## src/rtl/arf_pkg.sv

```systemverilog
package arf_pkg;

    typedef enum logic [0:0] {
        MODE_USER  = 1'b0,
        MODE_SUPER = 1'b1
    } priv_mode_e;

    typedef enum logic [3:0] {
        CND_T, CND_F, CND_HI, CND_LS, CND_CC, CND_CS, CND_NE, CND_EQ,
        CND_VC, CND_VS, CND_PL, CND_MI, CND_GE, CND_LT, CND_GT, CND_LE
    } cond_e;

    typedef struct packed {
        logic x;
        logic n;
        logic z;
        logic v;
        logic c;
    } flags_t;

    localparam int          SR_W        = 16;
    localparam int          FLAG_W      = 5;
    localparam int          BIT_S       = 13;
    localparam int          BIT_T       = 15;
    localparam int          IMASK_LO    = 8;
    localparam int          IMASK_W     = 3;
    localparam logic [15:0] SR_RESET    = 16'h2700;

endpackage

```

## src/rtl/arf_sreg.sv

```systemverilog
module arf_sreg
    import arf_pkg::*;
(
    input  logic             clk,
    input  logic             rst_n,
    input  logic             sr_we,
    input  logic [SR_W-1:0]  sr_wdata,
    output logic [SR_W-1:0]  sr_rdata,
    output priv_mode_e       mode,
    output flags_t           flags
);

    priv_mode_e           mode_q, mode_d;
    flags_t               flags_q;
    logic                 trace_q;
    logic [IMASK_W-1:0]   imask_q;

    // privilege state register
    always_ff @(posedge clk or negedge rst_n) begin
        if (!rst_n) mode_q <= MODE_SUPER;
        else        mode_q <= mode_d;
    end

    // transitions: drop_to_user, stay_super, stay_user
    always_comb begin
        mode_d = mode_q;
        unique case (mode_q)
            MODE_SUPER: if (sr_we && !sr_wdata[BIT_S]) mode_d = MODE_USER;
            MODE_USER:  mode_d = MODE_USER;
            default:    mode_d = MODE_SUPER;
        endcase
    end

    // remaining status fields
    always_ff @(posedge clk or negedge rst_n) begin
        if (!rst_n) begin
            flags_q <= '0;
            trace_q <= SR_RESET[BIT_T];
            imask_q <= SR_RESET[IMASK_LO +: IMASK_W];
        end else if (sr_we) begin
            flags_q <= flags_t'(sr_wdata[FLAG_W-1:0]);
            if (mode_q == MODE_SUPER) begin
                trace_q <= sr_wdata[BIT_T];
                imask_q <= sr_wdata[IMASK_LO +: IMASK_W];
            end
        end
    end

    // outputs
    always_comb begin
        sr_rdata                        = '0;
        sr_rdata[FLAG_W-1:0]            = flags_q;
        sr_rdata[IMASK_LO +: IMASK_W]   = imask_q;
        sr_rdata[BIT_S]                 = (mode_q == MODE_SUPER);
        sr_rdata[BIT_T]                 = trace_q;
        mode                            = mode_q;
        flags                           = flags_q;
    end

    // a user-mode write leaves the system byte alone
    a_r5_sys_byte_kept: assert property (@(posedge clk) disable iff (!rst_n)
        (sr_we && mode_q == MODE_USER) |=> $stable(sr_rdata[SR_W-1:8]));

    // user mode is left only through reset
    a_r4_user_sticky: assert property (@(posedge clk) disable iff (!rst_n)
        (mode_q == MODE_USER) |=> (sr_rdata[BIT_S] == 1'b0));

endmodule

```

## src/rtl/arf_bank.sv

```systemverilog
module arf_bank
    import arf_pkg::*;
#(
    parameter int DATA_W  = 32,
    parameter int NUM_PTR = 7,
    parameter int WORD_W  = 16,
    localparam int IDX_W  = $clog2(NUM_PTR + 1)
) (
    input  logic              clk,
    input  logic              rst_n,
    input  priv_mode_e        mode,
    input  logic [IDX_W-1:0]  rd_a_idx,
    input  logic [IDX_W-1:0]  rd_b_idx,
    output logic [DATA_W-1:0] rd_a_data,
    output logic [DATA_W-1:0] rd_b_data,
    input  logic              wr_en,
    input  logic [IDX_W-1:0]  wr_idx,
    input  logic              wr_long,
    input  logic [DATA_W-1:0] wr_data
);

    localparam logic [IDX_W-1:0] SP_IDX = IDX_W'(NUM_PTR);

    logic [DATA_W-1:0] ptr_q [NUM_PTR];
    logic [DATA_W-1:0] usp_q, ssp_q;
    logic [DATA_W-1:0] wr_val;
    logic              wr_sp;

    assign wr_val = wr_long ? wr_data
                            : {{(DATA_W-WORD_W){wr_data[WORD_W-1]}}, wr_data[WORD_W-1:0]};
    assign wr_sp  = wr_en && (wr_idx == SP_IDX);

    always_ff @(posedge clk or negedge rst_n) begin
        if (!rst_n) begin
            for (int i = 0; i < NUM_PTR; i++) ptr_q[i] <= '0;
        end else if (wr_en) begin
            for (int i = 0; i < NUM_PTR; i++)
                if (wr_idx == IDX_W'(i)) ptr_q[i] <= wr_val;
        end
    end

    always_ff @(posedge clk or negedge rst_n) begin
        if (!rst_n) begin
            usp_q <= '0;
            ssp_q <= '0;
        end else if (wr_sp) begin
            if (mode == MODE_SUPER) ssp_q <= wr_val;
            else                    usp_q <= wr_val;
        end
    end

    function automatic logic [DATA_W-1:0] pick(input logic [IDX_W-1:0] idx);
        logic [DATA_W-1:0] r;
        r = '0;
        for (int i = 0; i < NUM_PTR; i++)
            if (idx == IDX_W'(i)) r = ptr_q[i];
        if (idx == SP_IDX) r = (mode == MODE_SUPER) ? ssp_q : usp_q;
        return r;
    endfunction

    assign rd_a_data = pick(rd_a_idx);
    assign rd_b_data = pick(rd_b_idx);

    // word writes land sign-extended
    a_r3_word_sext: assert property (@(posedge clk) disable iff (!rst_n)
        (wr_en && !wr_long && wr_idx < SP_IDX) |=>
        (ptr_q[$past(wr_idx)] ==
         {{(DATA_W-WORD_W){$past(wr_data[WORD_W-1])}}, $past(wr_data[WORD_W-1:0])}));

    // supervisor stack writes never reach the user stack
    a_r2_user_stack_kept: assert property (@(posedge clk) disable iff (!rst_n)
        (wr_sp && mode == MODE_SUPER) |=> $stable(usp_q));

    // user stack writes never reach the supervisor stack
    a_r2_super_stack_kept: assert property (@(posedge clk) disable iff (!rst_n)
        (wr_sp && mode == MODE_USER) |=> $stable(ssp_q));

endmodule

```

## src/rtl/arf_cond.sv

```systemverilog
module arf_cond
    import arf_pkg::*;
(
    input  flags_t flags,
    input  cond_e  sel,
    output logic   hit
);

    logic nv_eq;
    assign nv_eq = (flags.n == flags.v);

    always_comb begin
        hit = 1'b0;
        unique case (sel)
            CND_T:  hit = 1'b1;
            CND_F:  hit = 1'b0;
            CND_HI: hit = !flags.c && !flags.z;
            CND_LS: hit = flags.c || flags.z;
            CND_CC: hit = !flags.c;
            CND_CS: hit = flags.c;
            CND_NE: hit = !flags.z;
            CND_EQ: hit = flags.z;
            CND_VC: hit = !flags.v;
            CND_VS: hit = flags.v;
            CND_PL: hit = !flags.n;
            CND_MI: hit = flags.n;
            CND_GE: hit = nv_eq;
            CND_LT: hit = !nv_eq;
            CND_GT: hit = nv_eq && !flags.z;
            CND_LE: hit = flags.z || !nv_eq;
            default: hit = 1'b0;
        endcase
    end

endmodule

```

## src/rtl/addr_reg_file.sv

```systemverilog
module addr_reg_file
    import arf_pkg::*;
#(
    parameter int DATA_W  = 32,
    parameter int NUM_PTR = 7,
    parameter int ADDR_W  = 24,
    localparam int IDX_W  = $clog2(NUM_PTR + 1)
) (
    input  logic              clk,
    input  logic              rst_n,
    input  logic [IDX_W-1:0]  rd_a_idx,
    output logic [DATA_W-1:0] rd_a_data,
    input  logic [IDX_W-1:0]  rd_b_idx,
    output logic [DATA_W-1:0] rd_b_data,
    input  logic              wr_en,
    input  logic [IDX_W-1:0]  wr_idx,
    input  logic              wr_long,
    input  logic [DATA_W-1:0] wr_data,
    input  logic              sr_we,
    input  logic [SR_W-1:0]   sr_wdata,
    output logic [SR_W-1:0]   sr_rdata,
    input  logic [3:0]        cond_sel,
    output logic              cond_true,
    input  logic              pc_we,
    input  logic [DATA_W-1:0] pc_wdata,
    output logic [ADDR_W-1:0] pc_addr
);

    priv_mode_e        mode;
    flags_t            flags;
    logic [DATA_W-1:0] pc_q;

    arf_sreg u_sreg (
        .clk      (clk),
        .rst_n    (rst_n),
        .sr_we    (sr_we),
        .sr_wdata (sr_wdata),
        .sr_rdata (sr_rdata),
        .mode     (mode),
        .flags    (flags)
    );

    arf_bank #(.DATA_W(DATA_W), .NUM_PTR(NUM_PTR)) u_bank (
        .clk       (clk),
        .rst_n     (rst_n),
        .mode      (mode),
        .rd_a_idx  (rd_a_idx),
        .rd_b_idx  (rd_b_idx),
        .rd_a_data (rd_a_data),
        .rd_b_data (rd_b_data),
        .wr_en     (wr_en),
        .wr_idx    (wr_idx),
        .wr_long   (wr_long),
        .wr_data   (wr_data)
    );

    arf_cond u_cond (
        .flags (flags),
        .sel   (cond_e'(cond_sel)),
        .hit   (cond_true)
    );

    always_ff @(posedge clk or negedge rst_n) begin
        if (!rst_n)     pc_q <= '0;
        else if (pc_we) pc_q <= pc_wdata;
    end

    assign pc_addr = pc_q[ADDR_W-1:0];

    // the full counter is kept, the address shows its low part
    a_r9_pc_full: assert property (@(posedge clk) disable iff (!rst_n)
        pc_we |=> (pc_q == $past(pc_wdata)));

endmodule

```

## config.mk

```make
export PLATFORM = sky130hd
export DESIGN_NAME = addr_reg_file
export DESIGN_NICKNAME = d
export VERILOG_FILES = /design/src/rtl/arf_pkg.sv /design/src/rtl/arf_sreg.sv /design/src/rtl/arf_bank.sv /design/src/rtl/arf_cond.sv /design/src/rtl/addr_reg_file.sv
export SDC_FILE = /design/constraint.sdc
export NUM_CORES = 1
export LEC_CHECK = 0
export BUFFER_PORTS_ARGS = -buffer_cell sky130_fd_sc_hd__buf_2
export CORE_MARGIN = 2
export CORE_UTILIZATION = 55
export CTS_CLUSTER_SIZE = 16
export DETAILED_ROUTE_END_ITERATION = 8
export GPL_ROUTABILITY_DRIVEN = 0
export PLACE_DENSITY = 0.76
export RECOVER_POWER = 50
export SYNTH_ARGS = -nofsm -noshare
export SYNTH_HDL_FRONTEND = slang
export SYNTH_SLANG_ARGS = --single-unit
```

## constraint.sdc

```tcl
create_clock -name clk -period 3.8 [get_ports clk]
set_input_delay 0.19 -clock clk [delete_from_list [all_inputs] [get_ports clk]]
set_output_delay 0.19 -clock clk [all_outputs]
set_load 0.02 [all_outputs]
```

==> results.toml, run 1 <==
[synthesis]
yosysTopAreaCellShare = 0.4790
yosysTopAreaCell = "dfrtp_1"
synth_edf_count = 0
synth.most_common_cell = "dfrtp_1"
avgSynthCellArea_um2 = 11.22
synthTopCellsByCount = "dfrtp_1 (318), mux2_2 (202), nand2_1 (144)"
yosysSeqAreaShare = 0.4854
ys_ff_latch = 322
synthCells = 1480
ys_async_sr_fraction = 1.000
synth-main-ff-cell = "dfrtp_1"
synth_area_um2 = 16610
yosys-top-cells-area = "dfrtp_1 (48%), mux2_2 (14%), mux4_2 (7.5%), a21oi_1 (4.2%), nand2_1 (3.3%)"
yosys_warnings = 0
yosysUniqueCellTypes = 55

[grt]
grt_pass1_vias = 13230
grt_pass1_wl_um = 74150
track_usage = 0.3043
grt-ovfl-total = 0
grt_max_degree = 118
antenna_found_initial = 3

[worst_setup_path]
cp.required_ns = 3.61
worstPathMaxFanout = 21
worst_setup_path_start_kind = "flop"
arrival_ns = 3.21
worstSetupEndpointType = "output pin"
r2r_start = "u_sreg.mode"
crit_start = "u_sreg.mode"
crit_type = "reg2out"

[clock_network]
cts_sinks = 322
clk_pin_slew_ns = 0.06
h-tree-depth = 2
clkLatencyLatePin_ns = 0.52
cts_buffers = 37
root_buffer = "clkbuf_16"
cts_tree = "done"
ctsLongestPathBuffers = 3
cts_setup_buffers = 0

[finish]
fin_util = 0.6482
fin_nets = 1749
syn_to_final_growth_pct = 15.95
drive_gt1_frac = 0.3043
antenna_cells = 0

[route]
vias = 13080
drt_pass1_iterations = 5
ant_nets = 0
wl_per_cell_um = 22.90
drt_iter0_drc = 1525
via_per_inst = 6.329
drc = 0
routed_wl_um = 47320

[place]
portBuffers = 183
dp_hpwl_um = 27460
pre_cts_slack_ns = 0.9461

[floorplanning]
fp.coreArea_um2 = 29720
dieWidth_um = 177.8
row_count = 63
die_y_um = 177.8
design.die.area_um2 = 31610
ios = 204
start_util = 0.5590

[min_path]
hold_path.class = "in2reg"
holdCritStartpoint = "wr_data[11]"

[run_status]
status = "finished with violations"
violations = "max-capacitance violations, max-slew violations"

[pwr]
peakVddDrop_uv = 330.4
p_leak_nw = 8.358
power_density_nw_per_um2 = 556.0

[timing]
final.min_clock_period_ns = 3.401
final.setup.worst_slack_ns = 0.3990
hold_violations = 0
fmax_mhz = 294.0
rsz0062_at_grt = "false"
final_max_slew_viol_count = 410
hold_slack_ns = 0.008924
final.setup.tns_ns = 0
setup_viol = 0
slew_headroom = -1.182
worst_slew_pin_slew_ns = 3.273
fin_crit_sh = 0.8950
skew_ns = 0.01576

[flow_run]
drv_cap = 7
==> area by class of cell <==
type | instances | area (um2)
clock buffers | 52 | 1095
inverters | 8 | 30.03
well taps | 390 | 488.0
repair buffers | 256 | 1545
fillers | 2335 | 10460
flip-flops and latches | 322 | 8063
clock inverters | 13 | 171.4
multi-input cells | 1025 | 7870
==> metal layers <==
| layer | global-route usage | up-vias | wire, um |
|---|---|---|---|
| li1 | - | 5722 | - |
| met1 | 0.4143 | 6556 | 19120 |
| met2 | 0.4918 | 685 | 22720 |
| met3 | 0.06020 | 110 | 4247 |
| met4 | 0.1001 | 2 | 1220 |
| met5 | 0 | - | 11 |
==> worst max-delay path: stages, from the launching register on <==
cell and delay (ns):
dfstp_2 1.08, buf_4 0.49, mux2_4 0.34, mux4_2 0.46, nand2_1 0.07, nand2_1 0.08, buf_2 0.17
==> power by group <==
part	total, mW	internal (mW)	switching [mW]
sequential	4.58	4.10	0.485
combinational	2.44	1.18	1.25
clock	3.69	2.28	1.41
total	10.7	7.56	3.15
==> kinds of logic after synthesis <==
group	Yosys count	share of synthesized area
compound gates	363	0.1326
simple gates	338	0.08827
flops	322	0.4854
mux	316	0.2516
buf+inv	138	0.04097
xor+xnor	2	0.001055
other cells	1	0.0002257
==> stage by stage <==
step                      cells  area [um2]  power (mW)
after global routing       2066       19260       11.21
final                      2066       19260       10.71
after floorplan            1485       16630       6.236
after CTS                  2066       19390       10.75
after detailed placement   1962       17730       7.008
after global placement     1962       17730       6.889
==> repair_timing <==
| item | 4_1_cts | 5_1_grt |
|---|---|---|
| hold buffers | 39 | 0 |
| hold endpoints to repair | 149 | 0 |
| resized for setup | 0 | 0 |
==> path summary, 6_finish.rpt <==
check / end / slack [ns] / cells past startpoint
setup / recovery: rd_a_data[18] / 0.40 / 6
hold / removal: u_bank.ssp_q[11] / 0.009 / 2
setup reg to reg: u_bank.ssp_q[9] / 1.29 / 4
hold reg to reg: u_bank.ssp_q[20] / 0.48 / 2
max in group asynchronous: u_bank.ptr_q[163] / 0.76 / 3
min in group asynchronous: u_bank.ptr_q[168] / 1.19 / 2
==> sequential cells by signal, indices dropped and copies added (netlist names) <==
name            flops
u_bank.ptr_q      224
u_bank.ssp_q       32
u_bank.usp_q       32
pc_q               24
u_sreg.flags        5
u_sreg.imask_q      3
u_sreg.mode         1
u_sreg.trace_q      1
==> placed cells by master (no fill, tap or decap), types with 11 or more instances in the layout <==
| cell type | Yosys | routed |
|---|---|---|
| a21oi_1 | 138 | 148 |
| nand2_1 | 144 | 144 |
| o22ai_1 | 14 | 14 |
| dfrtp_1 | 318 | 318 |
| dlygate4sd3_1 | 0 | 39 |
| nand3b_1 | 12 | 12 |
| mux2_2 | 202 | 202 |
| a22oi_1 | 14 | 14 |
| mux2_1 | 16 | 16 |
| o21ai_1 | 21 | 21 |
| nand4b_1 | 12 | 12 |
| nor2_1 | 134 | 133 |
| clkbuf_16 | 0 | 39 |
| mux4_2 | 55 | 55 |
| mux2_4 | 11 | 11 |
| o21ai_0 | 81 | 81 |
| nor2b_1 | 12 | 12 |
| clkbuf_1 | 50 | 49 |
| a221oi_1 | 19 | 19 |
| buf_4 | 18 | 25 |
| mux2i_1 | 32 | 32 |
| buf_2 | 54 | 144 |
(Power assumes the default switching activity.)
==> run 2: changes to the inputs <==
--- a/config.mk
+++ b/config.mk
@@ -11,8 +11,10 @@
 export CTS_CLUSTER_SIZE = 16
 export DETAILED_ROUTE_END_ITERATION = 8
 export GPL_ROUTABILITY_DRIVEN = 0
+export MAX_ROUTING_LAYER = met4
 export PLACE_DENSITY = 0.76
 export RECOVER_POWER = 50
 export SYNTH_ARGS = -nofsm -noshare
 export SYNTH_HDL_FRONTEND = slang
+export SYNTH_HIERARCHICAL = 1
 export SYNTH_SLANG_ARGS = --single-unit
==> results.toml, run 2 <==
[run_status]
status = "finished with violations"
violations = "max-capacitance violations, max-slew violations"

[timing]
fin_crit_sh = 0.8596
final.min_clock_period_ns = 3.267
final.setup.tns_ns = 0
hold_violations = 0
setup_viol = 0
skew_ns = 0.01471
rsz0062_at_grt = "false"
fmax_mhz = 306.1
final_max_slew_viol_count = 305
slew_headroom = -1.017
worst_slew_pin_slew_ns = 3.025

[route]
drt_pass1_iterations = 8
wl_per_cell_um = 21.64
drt_iter0_drc = 1499
ant_nets = 0
via_per_inst = 6.370
vias = 13660
routed_wl_um = 46390
drc = 0

[pwr]
peakVddDrop_uv = 326.1
power_density_nw_per_um2 = 526.8
p_leak_nw = 8.414

[place]
place_inst = 2044
dpl_cell_area_um2 = 18110
dp_hpwl_um = 26520
portBuffers = 183

[synthesis]
synth_xor_area_frac = 0.003873
yosysUniqueCellTypes = 51
yosys-top-cells-area = "dfrtp_1 (46%), mux2_2 (11%), mux4_2 (5.3%), a21oi_1 (4.6%), o21ai_0 (4.1%)"
synth_area_um2 = 17120
synth-simple-area-share = 0.07204
synth_fa_ha_area_frac = 0
synth_top_family_by_area = "multiplexers"
yosysSeqAreaShare = 0.4708
synth-main-ff-cell = "dfrtp_1"
synthTopCellsByCount = "dfrtp_1 (318), mux2_2 (164), a21oi_1 (156)"
synthCells = 1581
synth_compound_area_frac = 0.1740
muxShareOfSynthArea = 0.2192
synth.most_common_cell = "dfrtp_1"
ys_ff_latch = 322
yosys_warnings = 6
ys_async_sr_fraction = 1.000
yosysTopAreaCell = "dfrtp_1"
synth_edf_count = 0
avgSynthCellArea_um2 = 10.83
yosysTopAreaCellShare = 0.4647

[finish]
stdcell_count = 2144
reg_top3 = "u_bank/ptr_q x224, u_bank/ssp_q x32, u_bank/usp_q x32"
fin_nets = 1824
fin_area_um2 = 19440
largest_reg_flops = 224
final_cell_mix = "dfrtp_1 (318), a21oi_1 (166), mux2_2 (164)"
syn_to_final_growth_pct = 13.55
mostFrequentLayoutCell = "dfrtp_1"
antenna_cells = 0
drive_gt1_frac = 0.2649
fill_cells = 2437
regMostFlops = "u_bank/ptr_q"

[grt]
antenna_found_initial = 0
grt-ovfl-total = 0
grt_max_degree = 111
grt_pass1_wl_um = 73800
track_usage = 0.2909
grt_pass1_vias = 13710

[clock_network]
ctsHoldBuffers = 39
cts_buffers = 36
h-tree-depth = 2
cts_resized = 0
root_buffer = "clkbuf_16"
cts_sinks = 322
clkLatencyLatePin_ns = 0.52
ctsLongestPathBuffers = 3
cts_tree = "done"
clk_pin_slew_ns = 0.06
cts_setup_buffers = 0

[min_path]
hold_path.class = "in2reg"
whs_path_depth = 2

[worst_setup_path]
cp.required_ns = 3.61
arrival_ns = 3.08
worst_setup_path_start_kind = "flop"
crit_type = "reg2out"
worstPathMaxFanout = 15
worstSetupEndpointType = "output pin"
ff2ff_path_depth = 4

[floorplanning]
row_count = 64
fp.coreArea_um2 = 30590
design.die.area_um2 = 32560
start_util = 0.5598
dieWidth_um = 180.5
ios = 204
die_y_um = 180.5

[flow_run]
drv_cap = 5
## run 2: power by group
group          internal [mW]  switching, mW  total (mW)
Combinational           1.09           1.25        2.34
Clock                   1.97           1.38        3.35
Sequential              4.06          0.500        4.56
Total                   7.12           3.13        10.2
## run 2: per-stage QoR
step / hold slack (ns) / power, mW / utilization / setup WS, ns
floorplan: -0.1056 / 6.167 / - / 1.862
global placement: 0.3084 / 6.781 / 0.5920 / 1.047
detailed placement: 0.3165 / 6.898 / 0.5920 / 1.039
CTS: 0.001858 / 10.30 / 0.6416 / 0.4998
global route: 0.03027 / 10.74 / 0.6357 / 0.4205
finish: 0.02235 / 10.24 / 0.6357 / 0.5335
## run 2: worst paths after layout
kind,endpoint,slack (ns),start
worst min-delay path,u_bank/ssp_q[1],0.02,wr_data[1]
worst max register to register,u_bank/ssp_q[8],1.37,u_sreg/mode
worst max-delay path,rd_a_data[25],0.53,u_sreg/mode
worst min register to register,u_bank/ssp_q[20],0.49,u_bank/ssp_q[20]
min in group asynchronous,u_bank/usp_q[1],1.11,rst_n
max in group asynchronous,u_bank/ptr_q[169],0.96,rst_n
## run 2: layout make-up
type                       count  area (um2)  share of cell area
tap                          396       495.5             0.02548
sequential                   322        8063              0.4146
inverter                      58       217.7             0.01120
timing repair buffer         258        1568             0.08063
multi-input combinational   1049        7974              0.4101
clock inverter                11       92.59            0.004762
clock buffer                  50        1035             0.05321
## run 2: cells by family after synthesis
family          count (synthesis)
simple gates                  264
other cells                     1
mux                           290
flops                         322
compound gates                483
buf+inv                       215
xor+xnor                        6
## run 2: critical path, cell delays in order (launching register included)
cell	delay (ns)
dfstp_2	0.89
buf_4	0.44
mux2_4	0.34
mux4_2	0.46
mux2_2	0.27
buf_2	0.16
## run 2: metal layers
metal  GRT usage  up-vias  share of wire
met5           -        -              0
met4      0.1171        0          0.033
met3     0.04871      117          0.086
met2      0.4479      737           0.46
met1      0.3868     6727           0.42
li1            -     6077              -
